**config.mk**
```make
export PLATFORM = sky130hd
export DESIGN_NAME = adc_regbank
export DESIGN_NICKNAME = d
export VERILOG_FILES = /design/src/rtl/adc_regbank_pkg.sv /design/src/rtl/adc_regbank_ctrl.sv /design/src/rtl/adc_regbank_data.sv /design/src/rtl/adc_regbank.sv
export SDC_FILE = /design/constraint.sdc
export NUM_CORES = 1
export LEC_CHECK = 0
export BUFFER_PORTS_ARGS = -buffer_cell sky130_fd_sc_hd__buf_2
export CORE_AREA = 5 5 323 325
export DETAILED_ROUTE_END_ITERATION = 7
export DIE_AREA = 0 0 328 330
export PLACE_DENSITY = 0.74
export SLEW_MARGIN = 30
export SYNTH_ARGS = -nofsm -noshare
export SYNTH_HDL_FRONTEND = slang
export SYNTH_SLANG_ARGS = --single-unit
export TNS_END_PERCENT = 20
```
**constraint.sdc**
```tcl
create_clock -name clk -period 3.2 [get_ports clk]
set_clock_uncertainty 0.1 [all_clocks]
set_input_delay 0 -clock clk [delete_from_list [all_inputs] [get_ports clk]]
set_output_delay 0 -clock clk [all_outputs]
set_load 0.02 [all_outputs]
```
**src/rtl/adc_regbank_pkg.sv**
```systemverilog
package adc_regbank_pkg;

  localparam int DATA_W  = 32;
  localparam int ADDR_W  = 8;
  localparam int CHAN_N  = 8;
  localparam int BOUND_N = 16;
  localparam int HYST_N  = 16;
  localparam int IDX_W   = 4;
  localparam int CHAN_IW  = $clog2(CHAN_N);
  localparam int BOUND_IW = $clog2(BOUND_N);
  localparam int HYST_IW  = $clog2(HYST_N);

  localparam logic [ADDR_W-1:0] OFS_CTRL   = 8'h00;
  localparam logic [ADDR_W-1:0] OFS_IRQ    = 8'h04;
  localparam logic [ADDR_W-1:0] OFS_DET    = 8'h08;
  localparam logic [ADDR_W-1:0] OFS_CLK    = 8'h0C;
  localparam logic [ADDR_W-1:0] BASE_CHAN  = 8'h10;
  localparam logic [ADDR_W-1:0] BASE_BOUND = 8'h30;
  localparam logic [ADDR_W-1:0] BASE_HYST  = 8'h70;
  localparam logic [ADDR_W-1:0] OFS_SRC    = 8'hC0;
  localparam logic [ADDR_W-1:0] OFS_TRIM   = 8'hC4;

  localparam logic [ADDR_W:0] END_CHAN  = {1'b0, BASE_CHAN}  + (ADDR_W+1)'(4 * CHAN_N);
  localparam logic [ADDR_W:0] END_BOUND = {1'b0, BASE_BOUND} + (ADDR_W+1)'(4 * BOUND_N);
  localparam logic [ADDR_W:0] END_HYST  = {1'b0, BASE_HYST}  + (ADDR_W+1)'(4 * HYST_N);

  localparam logic [DATA_W-1:0] PAIR_MASK = 32'h03FF_03FF;
  localparam logic [DATA_W-1:0] HYST_MASK = 32'h83FF_03FF;
  localparam logic [DATA_W-1:0] SRC_MASK  = 32'h0000_FFFF;
  localparam logic [DATA_W-1:0] TRIM_MASK = 32'h0000_000F;
  localparam logic [DATA_W-1:0] DET_RST   = 32'h0000_000F;
  localparam logic [DATA_W-1:0] CLK_RST   = 32'h0000_000F;

  localparam int ENABLE_BIT   = 0;
  localparam int AUTOCOMP_BIT = 5;
  localparam int READY_BIT    = 8;

  typedef enum logic [3:0] {
    GRP_NONE, GRP_CTRL, GRP_IRQ, GRP_DET, GRP_CLK,
    GRP_CHAN, GRP_BOUND, GRP_HYST, GRP_SRC, GRP_TRIM
  } regGroupE;

  typedef struct packed {
    regGroupE         grp;
    logic [IDX_W-1:0] idx;
    logic             wr;
    logic             rd;
  } accessStrobeS;

endpackage

```
**src/rtl/adc_regbank_ctrl.sv**
```systemverilog
module adc_regbank_ctrl
  import adc_regbank_pkg::*;
(
  input  logic              clk,
  input  logic              rstN,
  input  logic              wrEn,
  input  logic              rdEn,
  input  logic [ADDR_W-1:0] addr,
  output accessStrobeS      strobe,
  output logic              rdValid
);

  regGroupE          grp;
  logic [ADDR_W-1:0] groupOfs;
  logic [ADDR_W:0]   addrWide;

  assign addrWide = {1'b0, addr};

  always_comb begin
    grp      = GRP_NONE;
    groupOfs = '0;
    if (addr[1:0] == 2'b00) begin
      if (addr == OFS_CTRL) begin
        grp = GRP_CTRL;
      end else if (addr == OFS_IRQ) begin
        grp = GRP_IRQ;
      end else if (addr == OFS_DET) begin
        grp = GRP_DET;
      end else if (addr == OFS_CLK) begin
        grp = GRP_CLK;
      end else if (addr >= BASE_CHAN && addrWide < END_CHAN) begin
        grp      = GRP_CHAN;
        groupOfs = addr - BASE_CHAN;
      end else if (addr >= BASE_BOUND && addrWide < END_BOUND) begin
        grp      = GRP_BOUND;
        groupOfs = addr - BASE_BOUND;
      end else if (addr >= BASE_HYST && addrWide < END_HYST) begin
        grp      = GRP_HYST;
        groupOfs = addr - BASE_HYST;
      end else if (addr == OFS_SRC) begin
        grp = GRP_SRC;
      end else if (addr == OFS_TRIM) begin
        grp = GRP_TRIM;
      end
    end
  end

  always_comb begin
    strobe.grp = grp;
    strobe.idx = IDX_W'(groupOfs >> 2);
    strobe.wr  = wrEn;
    strobe.rd  = rdEn;
  end

  always_ff @(posedge clk or negedge rstN) begin
    if (!rstN) rdValid <= 1'b0;
    else       rdValid <= rdEn;
  end


  aligned_decode_chk: assert property (@(posedge clk) disable iff (!rstN)
    (strobe.grp != GRP_NONE) |-> (addr[1:0] == 2'b00));


  valid_follows_read_chk: assert property (@(posedge clk) disable iff (!rstN)
    rdEn |=> rdValid);

endmodule

```
**src/rtl/adc_regbank_data.sv**
```systemverilog
module adc_regbank_data
  import adc_regbank_pkg::*;
(
  input  logic                      clk,
  input  logic                      rstN,
  input  accessStrobeS              strobe,
  input  logic [DATA_W-1:0]         wrData,
  output logic [DATA_W-1:0]         rdData,
  output logic [CHAN_N*DATA_W-1:0]  chanWords,
  output logic [BOUND_N*DATA_W-1:0] boundWords
);

  logic [DATA_W-1:0] ctrlReg, irqReg, detReg, clkReg, srcReg, trimReg;
  logic [DATA_W-1:0] chanMem  [CHAN_N];
  logic [DATA_W-1:0] boundMem [BOUND_N];
  logic [DATA_W-1:0] hystMem  [HYST_N];
  logic [DATA_W-1:0] ctrlNext;
  logic [DATA_W-1:0] readVal;
  logic              wrHit;

  assign wrHit = strobe.wr;

  always_comb begin
    ctrlNext               = wrData;
    ctrlNext[READY_BIT]    = wrData[ENABLE_BIT];
    ctrlNext[AUTOCOMP_BIT] = 1'b0;
  end

  always_ff @(posedge clk or negedge rstN) begin
    if (!rstN) begin
      ctrlReg <= '0;
      irqReg  <= '0;
      detReg  <= DET_RST;
      clkReg  <= CLK_RST;
      srcReg  <= '0;
      trimReg <= '0;
    end else if (wrHit) begin
      case (strobe.grp)
        GRP_CTRL: ctrlReg <= ctrlNext;
        GRP_IRQ:  irqReg  <= wrData;
        GRP_DET:  detReg  <= wrData;
        GRP_CLK:  clkReg  <= wrData;
        GRP_SRC:  srcReg  <= wrData & SRC_MASK;
        GRP_TRIM: trimReg <= wrData & TRIM_MASK;
        default: ;
      endcase
    end
  end

  for (genvar g = 0; g < CHAN_N; g++) begin : gChan
    always_ff @(posedge clk or negedge rstN) begin
      if (!rstN)
        chanMem[g] <= '0;
      else if (wrHit && strobe.grp == GRP_CHAN && strobe.idx == IDX_W'(g))
        chanMem[g] <= wrData & PAIR_MASK;
    end
    assign chanWords[g*DATA_W +: DATA_W] = chanMem[g];
  end

  for (genvar g = 0; g < BOUND_N; g++) begin : gBound
    always_ff @(posedge clk or negedge rstN) begin
      if (!rstN)
        boundMem[g] <= '0;
      else if (wrHit && strobe.grp == GRP_BOUND && strobe.idx == IDX_W'(g))
        boundMem[g] <= wrData & PAIR_MASK;
    end
    assign boundWords[g*DATA_W +: DATA_W] = boundMem[g];
  end

  for (genvar g = 0; g < HYST_N; g++) begin : gHyst
    always_ff @(posedge clk or negedge rstN) begin
      if (!rstN)
        hystMem[g] <= '0;
      else if (wrHit && strobe.grp == GRP_HYST && strobe.idx == IDX_W'(g))
        hystMem[g] <= wrData & HYST_MASK;
    end
  end

  always_comb begin
    case (strobe.grp)
      GRP_CTRL:  readVal = ctrlReg;
      GRP_IRQ:   readVal = irqReg;
      GRP_DET:   readVal = detReg;
      GRP_CLK:   readVal = clkReg;
      GRP_CHAN:  readVal = chanMem[strobe.idx[CHAN_IW-1:0]];
      GRP_BOUND: readVal = boundMem[strobe.idx[BOUND_IW-1:0]];
      GRP_HYST:  readVal = hystMem[strobe.idx[HYST_IW-1:0]];
      GRP_SRC:   readVal = srcReg;
      GRP_TRIM:  readVal = trimReg;
      default:   readVal = '0;
    endcase
  end

  always_ff @(posedge clk or negedge rstN) begin
    if (!rstN)          rdData <= '0;
    else if (strobe.rd) rdData <= readVal;
    else                rdData <= '0;
  end


  ready_copy_chk: assert property (@(posedge clk) disable iff (!rstN)
    (strobe.wr && strobe.grp == GRP_CTRL) |=> (ctrlReg[READY_BIT] == $past(wrData[ENABLE_BIT])));


  autocomp_drop_chk: assert property (@(posedge clk) disable iff (!rstN)
    (strobe.wr && strobe.grp == GRP_CTRL) |=>
      (!ctrlReg[AUTOCOMP_BIT] && ctrlReg[31:16] == $past(wrData[31:16]) && ctrlReg[4:0] == $past(wrData[4:0])));


  hyst_mask_chk: assert property (@(posedge clk) disable iff (!rstN)
    (strobe.wr && strobe.grp == GRP_HYST) |=> ((hystMem[$past(strobe.idx[HYST_IW-1:0])] & ~HYST_MASK) == '0));


  unmapped_read_zero_chk: assert property (@(posedge clk) disable iff (!rstN)
    (strobe.rd && strobe.grp == GRP_NONE) |=> (rdData == '0));

endmodule

```
**src/rtl/adc_regbank.sv**
```systemverilog
module adc_regbank
  import adc_regbank_pkg::*;
(
  input  logic                      clk,
  input  logic                      rstN,
  input  logic                      wrEn,
  input  logic                      rdEn,
  input  logic [ADDR_W-1:0]         addr,
  input  logic [DATA_W-1:0]         wrData,
  output logic [DATA_W-1:0]         rdData,
  output logic                      rdValid,
  output logic [CHAN_N*DATA_W-1:0]  chanWords,
  output logic [BOUND_N*DATA_W-1:0] boundWords
);

  accessStrobeS strobe;

  adc_regbank_ctrl uCtrl (
    .clk     (clk),
    .rstN    (rstN),
    .wrEn    (wrEn),
    .rdEn    (rdEn),
    .addr    (addr),
    .strobe  (strobe),
    .rdValid (rdValid)
  );

  adc_regbank_data uData (
    .clk        (clk),
    .rstN       (rstN),
    .strobe     (strobe),
    .wrData     (wrData),
    .rdData     (rdData),
    .chanWords  (chanWords),
    .boundWords (boundWords)
  );


  idle_data_zero_chk: assert property (@(posedge clk) disable iff (!rstN)
    !rdValid |-> (rdData == '0));

endmodule

```
; Word level (Yosys, flattened, before mapping)
; Cells that the tools add are included.
; W data, S select, Z words.
[word_totals]
output_inout_bits = 801
mem_count = 0
romBits = 0
register_bits = 996
inputBits = 44
ramBits = 0
word_cells = 174
latchBits = 0
[classes]
reduce_logical = 55
bitwise_logic = 2
n_shift = 0
add_sub_neg = 3
n_eq_ne = 29
n_mux = 29
n_div = 0
order_cmp = 8
multipliers = 0
[ops]
columns = cell, n
row1 = $pmux W32 S9, 1
row2 = $bmux W32 S4, 2
row3 = $mux W32, 7
row4 = $bmux W32 S3, 1
row5 = $mux W6, 8
row6 = $logic_and A1 B1 Y1, 46
row7 = $eq A4 B4 Y1 const B, 10
row8 = $mux W4, 10
row9 = $eq A4 B3 Y1 const B, 8
row10 = $eq A4 B2 Y1 const B, 4
row11 = $eq A8 B4 Y1 const B, 2
row12 = $eq A8 B8 Y1 const B, 2
row13 = $reduce_and A2 Y1, 6
row14 = $sub A6 B6 Y6 const B, 2
row15 = $eq A4 B1 Y1 const B, 2
row16 = $eq A8 B3 Y1 const B, 1
row17 = $ge A8 B5 Y1 const B, 1
row18 = $ge A8 B6 Y1 const B, 1
row19 = $ge A8 B7 Y1 const B, 1
row20 = $logic_not A8 Y1, 1
row21 = $lt A8 B6 Y1 const B, 1
row22 = $lt A8 B7 Y1 const B, 1
row23 = $lt A8 B8 Y1 const B, 1
row24 = $sub A6 B5 Y6 const B, 1
row25 = other kinds (6), 6

; Depth between registers and ports, before layout
[logic_depth]
ltp_word = 16
mapped_depth = 13
depth_no_buf = 9

; Hierarchy
; From an unflattened synthesis, not the netlist that was laid out.
[unflattened]
hier_cells = 3185
hier_area_um2 = 48445.2
[modules_own_cells]
columns = module, seq_area_each_um2, n_inst, area_each_um2, cells_each
row1 = adc_regbank_data, 24883.9, 1, 48123.7, 3140
row2 = adc_regbank_ctrl, 25.0, 1, 321.6, 45

; Worst setup path after synthesis
; Ideal clock, no wire load.
[synth_path]
kind = input-to-reg
start = input port addr[4]
end = register uData.boundMem, in the netlist uData.boundWords[100]
path_slack_ps = 271
path_buffers = 4
path_stages = 12
arrival_ps = 2704
t_required_ps = 2975
setup_time_ps = 125
path_cell_list = inv_1 -> clkbuf_1 -> ha_1 -> or3b_1 -> buf_2 -> nor2_1 -> nand2_1 -> a31oi_4 -> buf_6 -> nand3_2 -> buf_6 -> mux2_4
[synth_via]
elab_chain_cells = 14
word_cells_on_any_way = 40
classes_between = add/sub (3) / order compare (6) / eq/ne (7) / mux (18) / reduce/logical (6)
[synth_rtl]
columns = item, line
row1 = from (decl), adc_regbank.sv:8  ; input logic [ADDR_W-1:0] addr,
row2 = "parallel branches: the longest is 13 deep, another holds $ge A8 B7 Y1", n/a
row3 = $logic_and A1 B1 Y1 (*), adc_regbank_data.sv:64  ; else if (wrHit && strobe.grp == GRP_BOUND && strobe.idx == IDX_W'(g))
row4 = "to (signal, indexed assignment)", adc_regbank_data.sv:65  ; boundMem[g] <= wrData & PAIR_MASK;
row5 = to (decl), adc_regbank_data.sv:15  ; logic [DATA_W-1:0] boundMem [BOUND_N];
; Mark *: on every way between the ends.
; A chain may end at the register's enable or synchronous reset.

; Worst setup path in the final report
[layout_path]
start = input port addr[4]
end = register uData.rdData[7]
[layout_via]
elab_chain_cells = 16
word_cells_on_any_way = 58
classes_between = add/sub (3) / order compare (6) / eq/ne (14) / mux (29) / bitwise (2) / reduce/logical (4)
[layout_rtl]
columns = item, line
row1 = $ge A8 B7 Y1 or $lt A8 B8 Y1 (tied branches), adc_regbank_ctrl.sv:37  ; end else if (addr >= BASE_HYST && addrWide < END_HYST) begin
row2 = $logic_and A1 B1 Y1, adc_regbank_ctrl.sv:37
row3 = $mux W6, adc_regbank_ctrl.sv:37
row4 = $mux W6, adc_regbank_ctrl.sv:34  ; end else if (addr >= BASE_BOUND && addrWide < END_BOUND) begin
row5 = $mux W6, adc_regbank_ctrl.sv:31  ; end else if (addr >= BASE_CHAN && addrWide < END_CHAN) begin
row6 = $mux W6, adc_regbank_ctrl.sv:29  ; end else if (addr == OFS_CLK) begin
row7 = $mux W6, adc_regbank_ctrl.sv:27  ; end else if (addr == OFS_DET) begin
row8 = $mux W6, adc_regbank_ctrl.sv:25  ; end else if (addr == OFS_IRQ) begin
row9 = $mux W6, adc_regbank_ctrl.sv:23  ; if (addr == OFS_CTRL) begin
row10 = $mux W6, adc_regbank_ctrl.sv:22  ; if (addr[1:0] == 2'b00) begin
row11 = $not A4 Y5 (not written as such) or $not A3 Y4 (tied branches), "adc_regbank_data.sv:86, adc_regbank_data.sv:87, adc_regbank_data.sv:85"
row12 = "$bmux W32 S4, or another cell as far along", adc_regbank_data.sv:87  ; GRP_HYST: readVal = hystMem[strobe.idx[HYST_IW-1:0]];
row13 = "$mux W32, on equally long branches (2 in series)", "adc_regbank_data.sv:87, adc_regbank_data.sv:85, adc_regbank_data.sv:86"
row14 = $pmux W32 S9 (*), adc_regbank_data.sv:80  ; case (strobe.grp)
row15 = $mux W32 (*), adc_regbank_data.sv:96  ; else if (strobe.rd) rdData <= readVal;
row16 = to (signal assigned), adc_regbank_data.sv:96
row17 = to (decl), adc_regbank_data.sv:8  ; output logic [DATA_W-1:0] rdData,
; Mark *: on every way between the ends. The rest lies on a longest branch, timed or not. The select of a mux whose other input is x is not followed.

==> run summary <==
The final HPWL from detailed placement came out at 129200 microns. The number of CTS-inserted buffers came out at 104. The die covers 108200 sq um. The number of antenna violations at the first check in global routing is 10. The share of cell area taken by muxes after synthesis came out at 27.82%. The number of sinks on the clock net is 995.

The overall routed net length is 185100 microns. The number of global-route vias before repair is 35730. The post-route non-filler standard cell count is 5895. The number of maximum-capacitance constraint violations is 0. The post-CTS clock slew at the launch and capture registers of the worst setup and hold paths came out at 60 ps. The number of flops mapped to enable cells by yosys came out at 0. Timing would allow up to 369.4 MHz. The initial core utilization is 48.49%. The remaining antenna violation count after routing came out at 0. The run finished with clean final reports. For this run, the share of the core covered by cells in the final layout is 57.08%.

The fraction of the cycle the final worst path needs came out at 84.59%. The iteration-0 DRC count of the detailed router is 4454. The proportion of synthesized flip-flops having asynchronous set or reset came out at 100.0%. The cell sitting at the root of the clock tree is a sky130_fd_sc_hd__clkbuf_16. The area of placed instances came out at 53710 sq um. The setup path with the least slack is of type in -> reg.

The count of vias placed by the detailed router came out at 36610. For this run, design rule violations remaining after detail routing come to 0. The min-delay analysis places its worst path in the category in -> reg. The clock period minus worst slack is 2707 ps.

After detailed placement, the design holds a cell count of 5659. The total congestion overflow after global routing came out at 0. In the final timing run, aggregate negative setup slack is 0 ps.

The synthesized instance count is 3845. The clock reaches the later pin of the worst-skew pair after 710 ps. The compound-gate portion of the synthesized area is 8.467%. The minimum hold slack is 9.783 ps. The pre-antenna-repair detailed-routing pass consisted of 6 iterations. The final layout contains 4480 nets. The count of final hold-check violations is 0. Of the total synthesized cell area, the portion taken by AND, OR, NAND and NOR gates is 4.924%. The number of buffers added for setup after CTS came out at 0. The number of pins exceeding their max-slew limit in the final report came out at 0. The minimum setup slack in the final design is 493.2 ps.

The power per standard cell area came out at 511.9 nW/um^2. The sort of element at the end of the critical path is a register. Summing all non-filler instances in the final layout gives an area of 57740 sq um. The worst setup slack after placement is -98.75 ps. The number of ports placed on the die boundary came out at 845. TritonCTS built the clock tree. No sink is reached through more buffers than the 3 on the longest clock path.

The routed wirelength normalized by instance count is 31.40 microns. By area, the combinational part of the netlist is dominated by multiplexers. The floorplan row count is 117. The library cells used most frequently in the layout, excluding fill and tap cells, are 987 x sky130_fd_sc_hd__dfrtp_1, 716 x sky130_fd_sc_hd__mux2_2, 542 x sky130_fd_sc_hd__buf_2. The H-tree was split into 3 levels. The standby leakage power came out at 29.77 nW.

The worst-case headroom to the max-slew limit came out at 28.36%. The number of setup violations in the final report came out at 0. The library cell used most frequently in the layout, excluding fill and tap cells, is sky130_fd_sc_hd__dfrtp_1.

The synthesized area per cell is 12.76 sq um. At the worst endpoint, the required time is 3670 ps. The mean number of vias per cell came out at 6.210. The placer's final routability congestion estimate came out at 0.9652. The yosys synthesis warning count came out at 0. The post-synthesis cell area came out at 49050 sq um.

The most common flop cell mapped by yosys is sky130_fd_sc_hd__dfrtp_1. In this run the standard cell core region covers 101200 sq um. The synthesized netlist devotes 0.01786% of its cell area to XOR and XNOR gates. The die extent in y came out at 330 microns. Counting flops and latches in the post-synthesis netlist gives 995. The largest driver fanout on the critical path came out at 15. The floorplan step set the die width to 328 microns. The largest net degree at the start of global routing is 110. The worst-margin pin slew came out at 1075 ps. Global routing used 32.69% of the available tracks across all layers.

After Yosys synthesis, full adders, half adders and majority gates account for 0.1020% of the synthesized area. During placement, the flow inserted port buffers numbering 556. The layout overhead on the synthesized area came out at 17.73%. The first global-routing pass estimated 259900 microns of wire. The register area share after synthesis came out at 50.79%. The distinct cell type count of the synthesized netlist came out at 82. Setup repair after global routing left no endpoint under its margin. The fraction of final layout cells with drive strength greater than 1 came out at 43.74%. The total power draw is 29.56 mW. The maximum vdd ir drop came out at 0.0004202 V. The worst setup path is launched from an input port. The arrival time reported for the critical path endpoint came out at 3180 ps.
## final cells by class
class                      count  area [sq um]
clock buffer                 161          3098
fill                        8218         43410
timing repair buffer         840          5934
tap                         1368          1712
clock inverter                33         523.0
sequential                   995         24910
inverter                      16         60.06
multi-input combinational   2475         21490
antenna                        7         17.52
## path summary, 6_finish.rpt
path	depth (start not counted)	to	startpoint	slack (ps)
worst max-delay path	14	uData.rdData[7]	addr[4]	490
worst min register to register	1	uData.hystMem[391]	uData.hystMem[391]	390
max in group asynchronous	3	uData.detReg[8]	rstN	2250
min in group asynchronous	3	uData.hystMem[496]	rstN	120
worst min-delay path	3	uData.detReg[29]	wrData[29]	10
worst max register to register	5	uData.rdData[1]	uData.ctrlReg[1]	840
## cells in the mapped netlist (10+ instances only)
cell type | instances | area share (%)
sky130_fd_sc_hd__and3_1 | 14 | 0.18
sky130_fd_sc_hd__mux2_1 | 53 | 1.2
sky130_fd_sc_hd__o211ai_1 | 44 | 0.67
sky130_fd_sc_hd__mux2_2 | 716 | 16
sky130_fd_sc_hd__o2111ai_1 | 10 | 0.18
sky130_fd_sc_hd__nor2_1 | 104 | 0.80
sky130_fd_sc_hd__nand3_1 | 68 | 0.69
sky130_fd_sc_hd__o21ai_0 | 32 | 0.33
sky130_fd_sc_hd__dfrtp_1 | 987 | 50
sky130_fd_sc_hd__mux2i_1 | 124 | 2.5
sky130_fd_sc_hd__a21oi_1 | 85 | 0.87
sky130_fd_sc_hd__o32ai_1 | 10 | 0.18
sky130_fd_sc_hd__buf_1 | 40 | 0.31
sky130_fd_sc_hd__clkbuf_1 | 194 | 1.5
sky130_fd_sc_hd__nor2b_1 | 32 | 0.41
sky130_fd_sc_hd__a222oi_1 | 13 | 0.27
sky130_fd_sc_hd__a221o_1 | 10 | 0.20
sky130_fd_sc_hd__a31oi_1 | 48 | 0.61
sky130_fd_sc_hd__buf_6 | 21 | 0.48
sky130_fd_sc_hd__a2111oi_0 | 21 | 0.38
sky130_fd_sc_hd__nor3_1 | 11 | 0.11
sky130_fd_sc_hd__nand2_1 | 152 | 1.2
sky130_fd_sc_hd__nand2b_1 | 37 | 0.47
sky130_fd_sc_hd__buf_2 | 100 | 1.0
sky130_fd_sc_hd__buf_4 | 291 | 4.5
sky130_fd_sc_hd__a2bb2oi_1 | 22 | 0.39
sky130_fd_sc_hd__mux4_2 | 33 | 1.5
sky130_fd_sc_hd__a22oi_1 | 32 | 0.49
sky130_fd_sc_hd__o22ai_1 | 92 | 1.2
sky130_fd_sc_hd__inv_1 | 16 | 0.12
sky130_fd_sc_hd__nand3_2 | 10 | 0.20
sky130_fd_sc_hd__mux2_4 | 200 | 6.1
sky130_fd_sc_hd__o221ai_1 | 87 | 1.6
sky130_fd_sc_hd__nand4_1 | 25 | 0.32
## sequential cells by signal, summed over array words and instances (netlist names)
name / flops
uData.boundWords: 320
uData.clkReg: 32
uCtrl.rdValid: 1
uData.ctrlReg: 30
uData.chanWords: 160
uData.rdData: 32
uData.srcReg: 16
uData.irqReg: 32
uData.hystMem: 336
uData.trimReg: 4
uData.detReg: 32
## worst max-delay path, cell delays in order
cell and delay, ps:
sky130_fd_sc_hd__buf_2 160, sky130_fd_sc_hd__ha_1 250, sky130_fd_sc_hd__buf_4 180, sky130_fd_sc_hd__or3_1 410
sky130_fd_sc_hd__nand3_1 120, sky130_fd_sc_hd__o31ai_1 90, sky130_fd_sc_hd__buf_4 160, sky130_fd_sc_hd__buf_4 130
sky130_fd_sc_hd__and2_2 240, sky130_fd_sc_hd__buf_4 240, sky130_fd_sc_hd__buf_4 250, sky130_fd_sc_hd__a221oi_1 690
sky130_fd_sc_hd__nand2_1 110, sky130_fd_sc_hd__o211ai_1 130
## routing by layer
metal  up-vias  track usage (%)  wire length [microns]
met2      2521            49.64                  82070
met3       497            11.01                  23220
met1     18930            42.30                  69010
met4         2            16.06                  10770
met5         -                0                      7
li1      14660                -                      -
## report_power, final
| part | switching [mW] | total (mW) | internal (mW) | leakage [nW] |
|---|---|---|---|---|
| sequential | 0.356 | 13.4 | 13.0 | 13.8 |
| combinational | 2.28 | 3.43 | 1.15 | 14.2 |
| clock | 5.29 | 12.8 | 7.49 | 1.76 |
| total | 7.92 | 29.6 | 21.6 | 29.8 |
## logic make-up after synthesis
family / Yosys count
AO/OA/AOI/OAI: 568
flip-flops: 995
AND/OR/NAND/NOR: 488
multiplexers: 1126
other: 1
XOR/XNOR: 1
buffers and inverters: 662
adder cells (fa/ha/maj): 4
## repair_timing
item	4_1_cts	5_1_grt
gates resized for setup	0	0
hold buffers	26	8
endpoints found under the hold margin	1130	346
No activity file was read; power rests on OpenSTA's default activity.
